File: config.mk
export PLATFORM = sky130hd
export DESIGN_NAME = qcnt_channel
export DESIGN_NICKNAME = d
export VERILOG_FILES = /design/src/rtl/qcnt_pkg.sv /design/src/rtl/qcnt_sync.sv /design/src/rtl/qcnt_quad.sv /design/src/rtl/qcnt_regs.sv /design/src/rtl/qcnt_channel.sv
export SDC_FILE = /design/constraint.sdc
export NUM_CORES = 1
export LEC_CHECK = 0
export BUFFER_PORTS_ARGS = -buffer_cell sky130_fd_sc_hd__clkbuf_2
export CORE_ASPECT_RATIO = 0.5
export CORE_UTILIZATION = 30
export CTS_BUF_LIST = sky130_fd_sc_hd__clkbuf_8
export DETAILED_ROUTE_END_ITERATION = 12
export PLACE_DENSITY = 0.41
export RECOVER_POWER = 50
export SLEW_MARGIN = 20
export SYNTH_ARGS = -nofsm -noshare
export SYNTH_HDL_FRONTEND = slang
export SYNTH_HIERARCHICAL = 1
export SYNTH_SLANG_ARGS = --single-unit
File: constraint.sdc
create_clock -name clk -period 3.67 [get_ports clk]
set_input_delay 0.1835 -clock clk [delete_from_list [all_inputs] [get_ports clk]]
set_output_delay 0.1835 -clock clk [all_outputs]
set_load 0.01 [all_outputs]
File: src/rtl/qcnt_pkg.sv
package qcnt_pkg;
  localparam int BUS_W = 16;

  typedef struct packed {
    logic       rsvd;
    logic       pr_sel;
    logic       latch_ctl;
    logic       dir_ctl;
    logic       dir_sw;
    logic [1:0] clk_src;
    logic [1:0] en_ctl;
    logic [1:0] hw_src;
    logic [2:0] reload;
    logic       out_pol;
    logic       out_src;
  } mode_t;

  localparam logic [1:0] ADDR_LO   = 2'd0;
  localparam logic [1:0] ADDR_HI   = 2'd1;
  localparam logic [1:0] ADDR_MODE = 2'd2;
  localparam logic [1:0] ADDR_CMD  = 2'd3;

  localparam logic [1:0] CLK_X1  = 2'd0;
  localparam logic [1:0] CLK_X2  = 2'd1;
  localparam logic [1:0] CLK_INT = 2'd2;
  localparam logic [1:0] CLK_X4  = 2'd3;

  localparam logic [2:0] RL_ONESHOT = 3'd1;
  localparam logic [2:0] RL_TRAIN   = 3'd2;
  localparam logic [2:0] RL_INDEX   = 3'd4;

  localparam int CMD_RESET_BIT = 15;
  localparam int CMD_LOAD_BIT  = 14;
  localparam int CMD_RCAP_BIT  = 3;
endpackage

File: src/rtl/qcnt_sync.sv
module qcnt_sync #(
  parameter int W      = 3,
  parameter int STAGES = 2
) (
  input  logic         clk,
  input  logic         rst_n,
  input  logic [W-1:0] d,
  output logic [W-1:0] q,
  output logic [W-1:0] q_prev
);
  // chain[0] is the first stage; chain[STAGES] holds the previous synced value
  logic [STAGES:0][W-1:0] chain_q;
  logic [STAGES:0][W-1:0] chain_d;

  always_comb begin
    chain_d = {chain_q[STAGES-1:0], d};
  end

  always_ff @(posedge clk or negedge rst_n) begin
    if (!rst_n) chain_q <= '0;
    else        chain_q <= chain_d;
  end

  assign q      = chain_q[STAGES-1];
  assign q_prev = chain_q[STAGES];
endmodule

File: src/rtl/qcnt_quad.sv
module qcnt_quad
  import qcnt_pkg::*;
(
  input  logic [1:0] ab_cur,
  input  logic [1:0] ab_prev,
  input  logic [1:0] clk_src,
  output logic       step,
  output logic       up
);
  // phase position: 00->0, 10->1, 11->2, 01->3 (bit1 = B, bit0 = A^B)
  logic [1:0] pos_cur, pos_prev, diff;
  logic       valid, a_chg, a_rise;

  always_comb begin
    pos_cur  = {ab_cur[0],  ab_cur[1]  ^ ab_cur[0]};
    pos_prev = {ab_prev[0], ab_prev[1] ^ ab_prev[0]};
    diff     = pos_cur - pos_prev;
    valid    = (diff == 2'd1) || (diff == 2'd3);
    up       = (diff == 2'd1);
    a_chg    = ab_cur[1] ^ ab_prev[1];
    a_rise   = ab_cur[1] & ~ab_prev[1];
    case (clk_src)
      CLK_X1:  step = valid & a_rise;
      CLK_X2:  step = valid & a_chg;
      CLK_X4:  step = valid;
      default: step = 1'b0;
    endcase
  end
endmodule

File: src/rtl/qcnt_regs.sv
module qcnt_regs
  import qcnt_pkg::*;
#(
  parameter int CNT_W = 24
) (
  input  logic             clk,
  input  logic             rst_n,
  input  logic             bus_we,
  input  logic             bus_re,
  input  logic [1:0]       bus_addr,
  input  logic [BUS_W-1:0] bus_wdata,
  output logic [BUS_W-1:0] bus_rdata,
  input  logic [CNT_W-1:0] count,
  input  logic             idx_rise,
  output mode_t            mode,
  output logic [CNT_W-1:0] pr0,
  output logic [CNT_W-1:0] pr1,
  output logic             cmd_reset,
  output logic             cmd_load,
  output logic             cmd_rcap
);
  localparam int HI_W  = CNT_W - BUS_W;
  localparam int PAD_W = BUS_W - HI_W;

  mode_t            mode_q, mode_d;
  logic [CNT_W-1:0] pr0_q, pr0_d, pr1_q, pr1_d, snap_q, snap_d;
  logic             wr_lo, wr_hi, wr_mode, wr_cmd, rd_lo;

  always_comb begin
    wr_lo   = bus_we && (bus_addr == ADDR_LO);
    wr_hi   = bus_we && (bus_addr == ADDR_HI);
    wr_mode = bus_we && (bus_addr == ADDR_MODE);
    wr_cmd  = bus_we && (bus_addr == ADDR_CMD);
    rd_lo   = bus_re && (bus_addr == ADDR_LO);

    mode_d = mode_q;
    pr0_d  = pr0_q;
    pr1_d  = pr1_q;
    snap_d = snap_q;
    if (wr_mode) mode_d = mode_t'(bus_wdata);
    if (wr_lo) begin
      if (mode_q.pr_sel) pr1_d[BUS_W-1:0] = bus_wdata;
      else               pr0_d[BUS_W-1:0] = bus_wdata;
    end
    if (wr_hi) begin
      if (mode_q.pr_sel) pr1_d[CNT_W-1:BUS_W] = bus_wdata[HI_W-1:0];
      else               pr0_d[CNT_W-1:BUS_W] = bus_wdata[HI_W-1:0];
    end
    if (mode_q.latch_ctl) begin
      if (idx_rise) snap_d = count;
    end else if (rd_lo) begin
      snap_d = count;
    end
  end

  always_ff @(posedge clk or negedge rst_n) begin
    if (!rst_n) begin
      mode_q <= '0;
      pr0_q  <= '0;
      pr1_q  <= '0;
      snap_q <= '0;
    end else begin
      mode_q <= mode_d;
      pr0_q  <= pr0_d;
      pr1_q  <= pr1_d;
      snap_q <= snap_d;
    end
  end

  always_comb begin
    case (bus_addr)
      ADDR_LO:   bus_rdata = mode_q.latch_ctl ? snap_q[BUS_W-1:0] : count[BUS_W-1:0];
      ADDR_HI:   bus_rdata = {{PAD_W{1'b0}}, snap_q[CNT_W-1:BUS_W]};
      ADDR_MODE: bus_rdata = mode_q;
      default:   bus_rdata = '0;
    endcase
  end

  assign mode      = mode_q;
  assign pr0       = pr0_q;
  assign pr1       = pr1_q;
  assign cmd_reset = wr_cmd && bus_wdata[CMD_RESET_BIT];
  assign cmd_load  = wr_cmd && bus_wdata[CMD_LOAD_BIT];
  assign cmd_rcap  = wr_cmd && bus_wdata[CMD_RCAP_BIT];
endmodule

File: src/rtl/qcnt_channel.sv
module qcnt_channel
  import qcnt_pkg::*;
#(
  parameter int CNT_W       = 24,
  parameter int SYNC_STAGES = 2
) (
  input  logic             clk,
  input  logic             rst_n,
  input  logic             bus_we,
  input  logic             bus_re,
  input  logic [1:0]       bus_addr,
  input  logic [BUS_W-1:0] bus_wdata,
  output logic [BUS_W-1:0] bus_rdata,
  input  logic             enc_a,
  input  logic             enc_b,
  input  logic             enc_idx,
  input  logic             tick_in,
  output logic             cnt_out
);
  localparam logic [CNT_W-1:0] CNT_ONE = CNT_W'(1);

  logic [2:0]       syn_q, syn_prev;
  logic             idx_lvl, idx_rise;
  logic             q_step, q_up;
  mode_t            mode;
  logic [CNT_W-1:0] pr0, pr1;
  logic             cmd_reset, cmd_load, cmd_rcap;
  logic [CNT_W-1:0] count_q, count_d;
  logic             rcap_q, rcap_d, tc_q, tc_d;
  logic             step, up, en, adv, tc;

  qcnt_sync #(.W(3), .STAGES(SYNC_STAGES)) u_sync (
    .clk(clk), .rst_n(rst_n), .d({enc_a, enc_b, enc_idx}),
    .q(syn_q), .q_prev(syn_prev)
  );

  assign idx_lvl  = syn_q[0];
  assign idx_rise = syn_q[0] & ~syn_prev[0];

  qcnt_quad u_quad (
    .ab_cur(syn_q[2:1]), .ab_prev(syn_prev[2:1]), .clk_src(mode.clk_src),
    .step(q_step), .up(q_up)
  );

  qcnt_regs #(.CNT_W(CNT_W)) u_regs (
    .clk(clk), .rst_n(rst_n), .bus_we(bus_we), .bus_re(bus_re),
    .bus_addr(bus_addr), .bus_wdata(bus_wdata), .bus_rdata(bus_rdata),
    .count(count_q), .idx_rise(idx_rise), .mode(mode), .pr0(pr0), .pr1(pr1),
    .cmd_reset(cmd_reset), .cmd_load(cmd_load), .cmd_rcap(cmd_rcap)
  );

  // event qualification
  always_comb begin
    step = (mode.clk_src == CLK_INT) ? tick_in : q_step;
    if (mode.dir_ctl)                    up = ~mode.dir_sw;
    else if (mode.clk_src == CLK_INT)    up = 1'b1;
    else                                 up = q_up;
    case (mode.en_ctl)
      2'd0: en = 1'b0;
      2'd1: en = 1'b1;
      default: begin
        case (mode.hw_src)
          2'd0:    en = idx_lvl;
          2'd1:    en = ~idx_lvl;
          2'd2:    en = rcap_q;
          default: en = ~rcap_q;
        endcase
      end
    endcase
    adv = step & en;
    tc  = adv & ~up & (count_q == CNT_ONE);
  end

  // next state: command > index reload > count step
  always_comb begin
    count_d = count_q;
    rcap_d  = rcap_q;
    tc_d    = 1'b0;
    if (cmd_reset || cmd_load || cmd_rcap) begin
      if (cmd_reset) count_d = '0;
      if (cmd_load)  count_d = pr0;
      if (cmd_rcap)  rcap_d  = 1'b0;
    end else if ((mode.reload == RL_INDEX) && idx_rise) begin
      count_d = pr0;
    end else if (adv) begin
      if (tc) begin
        tc_d = 1'b1;
        case (mode.reload)
          RL_ONESHOT: begin count_d = pr0; rcap_d = 1'b1; end
          RL_TRAIN:   begin count_d = rcap_q ? pr0 : pr1; rcap_d = ~rcap_q; end
          default:    begin count_d = '0; rcap_d = 1'b1; end
        endcase
      end else begin
        count_d = up ? count_q + CNT_ONE : count_q - CNT_ONE;
      end
    end
  end

  always_ff @(posedge clk or negedge rst_n) begin
    if (!rst_n) begin
      count_q <= '0;
      rcap_q  <= 1'b1;
      tc_q    <= 1'b0;
    end else begin
      count_q <= count_d;
      rcap_q  <= rcap_d;
      tc_q    <= tc_d;
    end
  end

  assign cnt_out = (mode.out_src ? tc_q : rcap_q) ^ mode.out_pol;
endmodule

==> run summary <==
## Timing
- 3230 ps — Final min period
- 0.310 GHz — maximum achievable frequency
- 13.5 ps — worst clock skew
- 0.879 — fin crit share
- 0 — Final setup viols
- 0 — number of endpoints with negative hold slack in the final report
- 35.9 ps — Hold WS
- false — unrepaired setup endpoints after global routing
- 444 ps — setup slack after layout
- 90 — number of max-slew violations in the final report
- -0.582 — headroom to the max-slew limit
- 0 ps — total negative slack
- 2370 ps — pin slew with the least headroom to its limit

## Clock network
- built — CTS tree
- sky130_fd_sc_hd__clkbuf_8 — Root Driver
- 4 — deepest level of the CTS H-tree
- 17 — clock buffers created by TritonCTS
- 70 ps — clock-pin slew of the registers on the worst-case setup and hold paths
- 2 — number of buffers on the longest clock path
- 123 — Sinks on Clock Net
- 470 ps — insertion delay to the later sink of the worst-skew pair

## Floorplan
- 22100 sq um — Core Region
- 0.312 — Initial Utilization
- 216 um — horizontal die dimension
- 38 — floorplan row count
- 43 — number of top-level pins
- 23600 sq um — Die Area
- 109 um — die extent in y

## Hold path
- bus_wdata[1] — hold path start
- in -> reg — hold crit path type
- 2 — Hold Crit Depth
- u_regs/pr1[17] — Hold Crit Endpoint

## Layout
- 1012 — final standard cell count with taps included and fillers excluded
- 0.309 — fraction of layout cells with a size suffix above 1
- 730 — nets@finish
- 3080 sq um — Seq. cell area
- 2237 — # fillers
- 0 — diode count
- 3510 sq um — multi-input combinational cell area
- 7920 sq um — final std cell area, no fill
- 14.9% — area delta synth->final

## Logic synthesis
- 646 — synthesized instance count
- 10.7 sq um — Mean Syn Cell Area
- 1.00 — async set-or-reset flop fraction in the synthesized netlist
- sky130_fd_sc_hd__dfrtp_1 — cell taking the most area after synthesis
- 0.443 — area share of the leading cell type in the synthesized netlist
- 0.447 — proportion of synthesized chip area in sequential cells
- 64 — post-synthesis cell type count
- 6890 sq um — area of the mapped netlist
- 123 — flip-flop and latch count after synthesis
- 6 — count of synthesis-stage warnings from yosys
- 677 — Syn Nets
- sky130_fd_sc_hd__dfrtp_1 — Most used DFF post-synth
- 0 — EDFF count, synth
- sky130_fd_sc_hd__dfrtp_1, sky130_fd_sc_hd__mux2_2, sky130_fd_sc_hd__mux2i_1 — main area contributors after synthesis

## Global routing
- met1 — layer with the highest usage after global routing
- 0.343 — met1 Usage GRT
- 0.257 — met2 usage in global routing
- 35900 um — first-pass GRT wire length
- 0 — gr ovfl total
- 0 — initial antenna violation count
- 5295 — number of global-route vias before repair
- 90 — maximum number of pins on one net before global-route repair
- 0.212 — combined global-route utilization of all metal layers
- 0.0647 — met3 routing resource usage after global routing

## Place
- 969 — Placed Cells incl. Taps
- 17500 um — HPWL Detailed
- 7420 sq um — DP Area
- 467 ps — Worst Setup Slack post-DPL
- 42 — Port Buf Inserts
- 0.920 — last weighted congestion value of the routability-driven placer

## Routing
- 5543 — via count of the routed design
- 0 — DRC viols
- 23.4 um — per-cell routed wire length
- 528 — starting DRC count in detailed routing
- 5 — router iterations before antenna repair
- 5.48 — average vias per placed instance
- 0 — count of antenna-violating nets left after detailed routing
- 23700 um — total routed wirelength

## Critical path
- reg -> reg — type of the setup path with the least slack
- 15 — maximum fanout encountered on the critical timing path
- 13 — worst reg-to-reg path cell count
- 3600 ps — Worst Path Arrival
- 4040 ps — critical path data required time
- flip-flop — CP endpoint kind
- 440 ps — R2R setup slack
- u_sync/q_prev[1] — Reg2Reg Launch Point
- flip-flop — startpoint types
- count_q[19] — R2R Path End

## Status
- finished with violations — run status
- capacitance limit, slew limit — failing checks

## Flow run
- 1 — # Max-Cap Violations

## Power
- 670 nW/um^2 — areal power density over the cells
- 3.31 nW — Leakage Power
- 0.217 mV — IR drop worst, VDD

[worst max-delay path by stage]
stage | from | to | slack [ps] | cells after the start
4_1_cts | u_sync/q_prev[1] | count_q[19] | 440 | 13
5_1_grt | u_sync/q_prev[1] | count_q[19] | 170 | 13
3_5_place_dp | u_sync/q_prev[1] | count_q[19] | 470 | 13
2_1_floorplan | u_sync/q[1] | count_q[12] | 790 | 14
3_3_place_gp | u_sync/q_prev[1] | count_q[21] | 500 | 13
6_report | u_sync/q_prev[1] | count_q[19] | 440 | 13
[flip-flops by register name, summed over array words and instances (netlist names)]
signal          count
u_regs/mode        16
tc_q                1
count_q            24
u_sync/q            3
u_regs/pr0         24
u_sync/chain_d      3
u_regs/snap_q      24
u_regs/pr1         24
rcap_q              1
u_sync/q_prev       3
[kinds of logic after synthesis]
group	share of synthesized area
AO/OA/AOI/OAI	0.142
multiplexers	0.200
AND/OR/NAND/NOR	0.137
flip-flops	0.447
buffers and inverters	0.0454
adder cells (fa/ha/maj)	0.00907
XOR/XNOR	0.0203
[per-stage QoR]
stage / total power (W) / util
after global placement: 0.00403 / 0.336
final: 0.00531 / 0.358
after floorplan: 0.00330 / -
after CTS: 0.00532 / 0.359
after detailed placement: 0.00403 / 0.336
after global routing: 0.00563 / 0.358
[layout make-up]
cell class                 instances  area share
clock inverter                    14      0.0194
sequential                       123       0.389
tap                              300      0.0474
inverter                           8     0.00379
multi-input combinational        468       0.443
clock buffer                      18      0.0313
timing repair buffer              81      0.0660
[per-layer routing]
metal	share of wire	up-vias	wire, um
li1	-	2508	-
met1	0.57	2864	13400
met2	0.36	154	8480
met3	0.068	17	1600
met4	0.0088	0	208
met5	0	-	0
[cells in the final DEF, fill, tap and decap left out, types with 6 or more instances in the layout]
cell                            instances
sky130_fd_sc_hd__clkinv_2               6
sky130_fd_sc_hd__a21oi_1               37
sky130_fd_sc_hd__mux2_2               103
sky130_fd_sc_hd__nor2_1                30
sky130_fd_sc_hd__xor2_1                 6
sky130_fd_sc_hd__o31ai_1                6
sky130_fd_sc_hd__nor3_1                15
sky130_fd_sc_hd__and3_1                 9
sky130_fd_sc_hd__a31oi_1               11
sky130_fd_sc_hd__dlygate4sd3_1         11
sky130_fd_sc_hd__mux2i_1               22
sky130_fd_sc_hd__dfrtp_1              122
sky130_fd_sc_hd__nand4_1                9
sky130_fd_sc_hd__nand3_1               22
sky130_fd_sc_hd__buf_4                 26
sky130_fd_sc_hd__nand2_1               37
sky130_fd_sc_hd__clkbuf_8              18
sky130_fd_sc_hd__a22oi_1               19
sky130_fd_sc_hd__xnor2_1               10
sky130_fd_sc_hd__inv_1                  9
sky130_fd_sc_hd__o21ai_0               36
sky130_fd_sc_hd__clkbuf_2              42
sky130_fd_sc_hd__or3_1                  6
[worst max-delay path, cell delays in order (launching register included)]
cell	delay [ps]
sky130_fd_sc_hd__dfrtp_1	400
sky130_fd_sc_hd__xor2_1	170
sky130_fd_sc_hd__ha_1	200
sky130_fd_sc_hd__xnor2_1	160
sky130_fd_sc_hd__xnor2_1	130
sky130_fd_sc_hd__nor2_1	100
sky130_fd_sc_hd__or2_2	340
sky130_fd_sc_hd__o21a_1	220
sky130_fd_sc_hd__nor4_4	270
sky130_fd_sc_hd__and4_1	410
sky130_fd_sc_hd__buf_4	280
sky130_fd_sc_hd__nor3_1	70
sky130_fd_sc_hd__a21o_1	160
sky130_fd_sc_hd__o31ai_1	220
[repair_timing]
action / in CTS / in global routing
hold endpoints to repair: 109 / 0
buffers inserted: 0 / 0
resized for setup: 0 / 0
hold buffers: 11 / 0
endpoints found under the setup margin: 0 / 0
[cells in the mapped netlist, types with 6 or more instances]
cell type                  number
sky130_fd_sc_hd__mux2_2       103
sky130_fd_sc_hd__clkbuf_1      25
sky130_fd_sc_hd__xnor2_1       10
sky130_fd_sc_hd__nor2_1        30
sky130_fd_sc_hd__or3_1          6
sky130_fd_sc_hd__mux2i_1       22
sky130_fd_sc_hd__nand4_1        9
sky130_fd_sc_hd__o21ai_0       36
sky130_fd_sc_hd__inv_1          8
sky130_fd_sc_hd__xor2_1         6
sky130_fd_sc_hd__nor3_1        15
sky130_fd_sc_hd__dfrtp_1      122
sky130_fd_sc_hd__nand3_1       22
sky130_fd_sc_hd__o31ai_1        6
sky130_fd_sc_hd__a31oi_1       11
sky130_fd_sc_hd__and3_1         9
sky130_fd_sc_hd__buf_4          7
sky130_fd_sc_hd__nand2_1       37
sky130_fd_sc_hd__buf_6          6
sky130_fd_sc_hd__buf_2          7
sky130_fd_sc_hd__a21oi_1       37
sky130_fd_sc_hd__a22oi_1       19
[power breakdown]
part	switching, W	internal (W)	total [W]
registers	0.000588	0.00180	0.00239
logic	0.000863	0.000803	0.00167
clock network	0.000580	0.000677	0.00126
total	0.00203	0.00328	0.00531
Note: power is estimated with default switching activity, not from simulation.
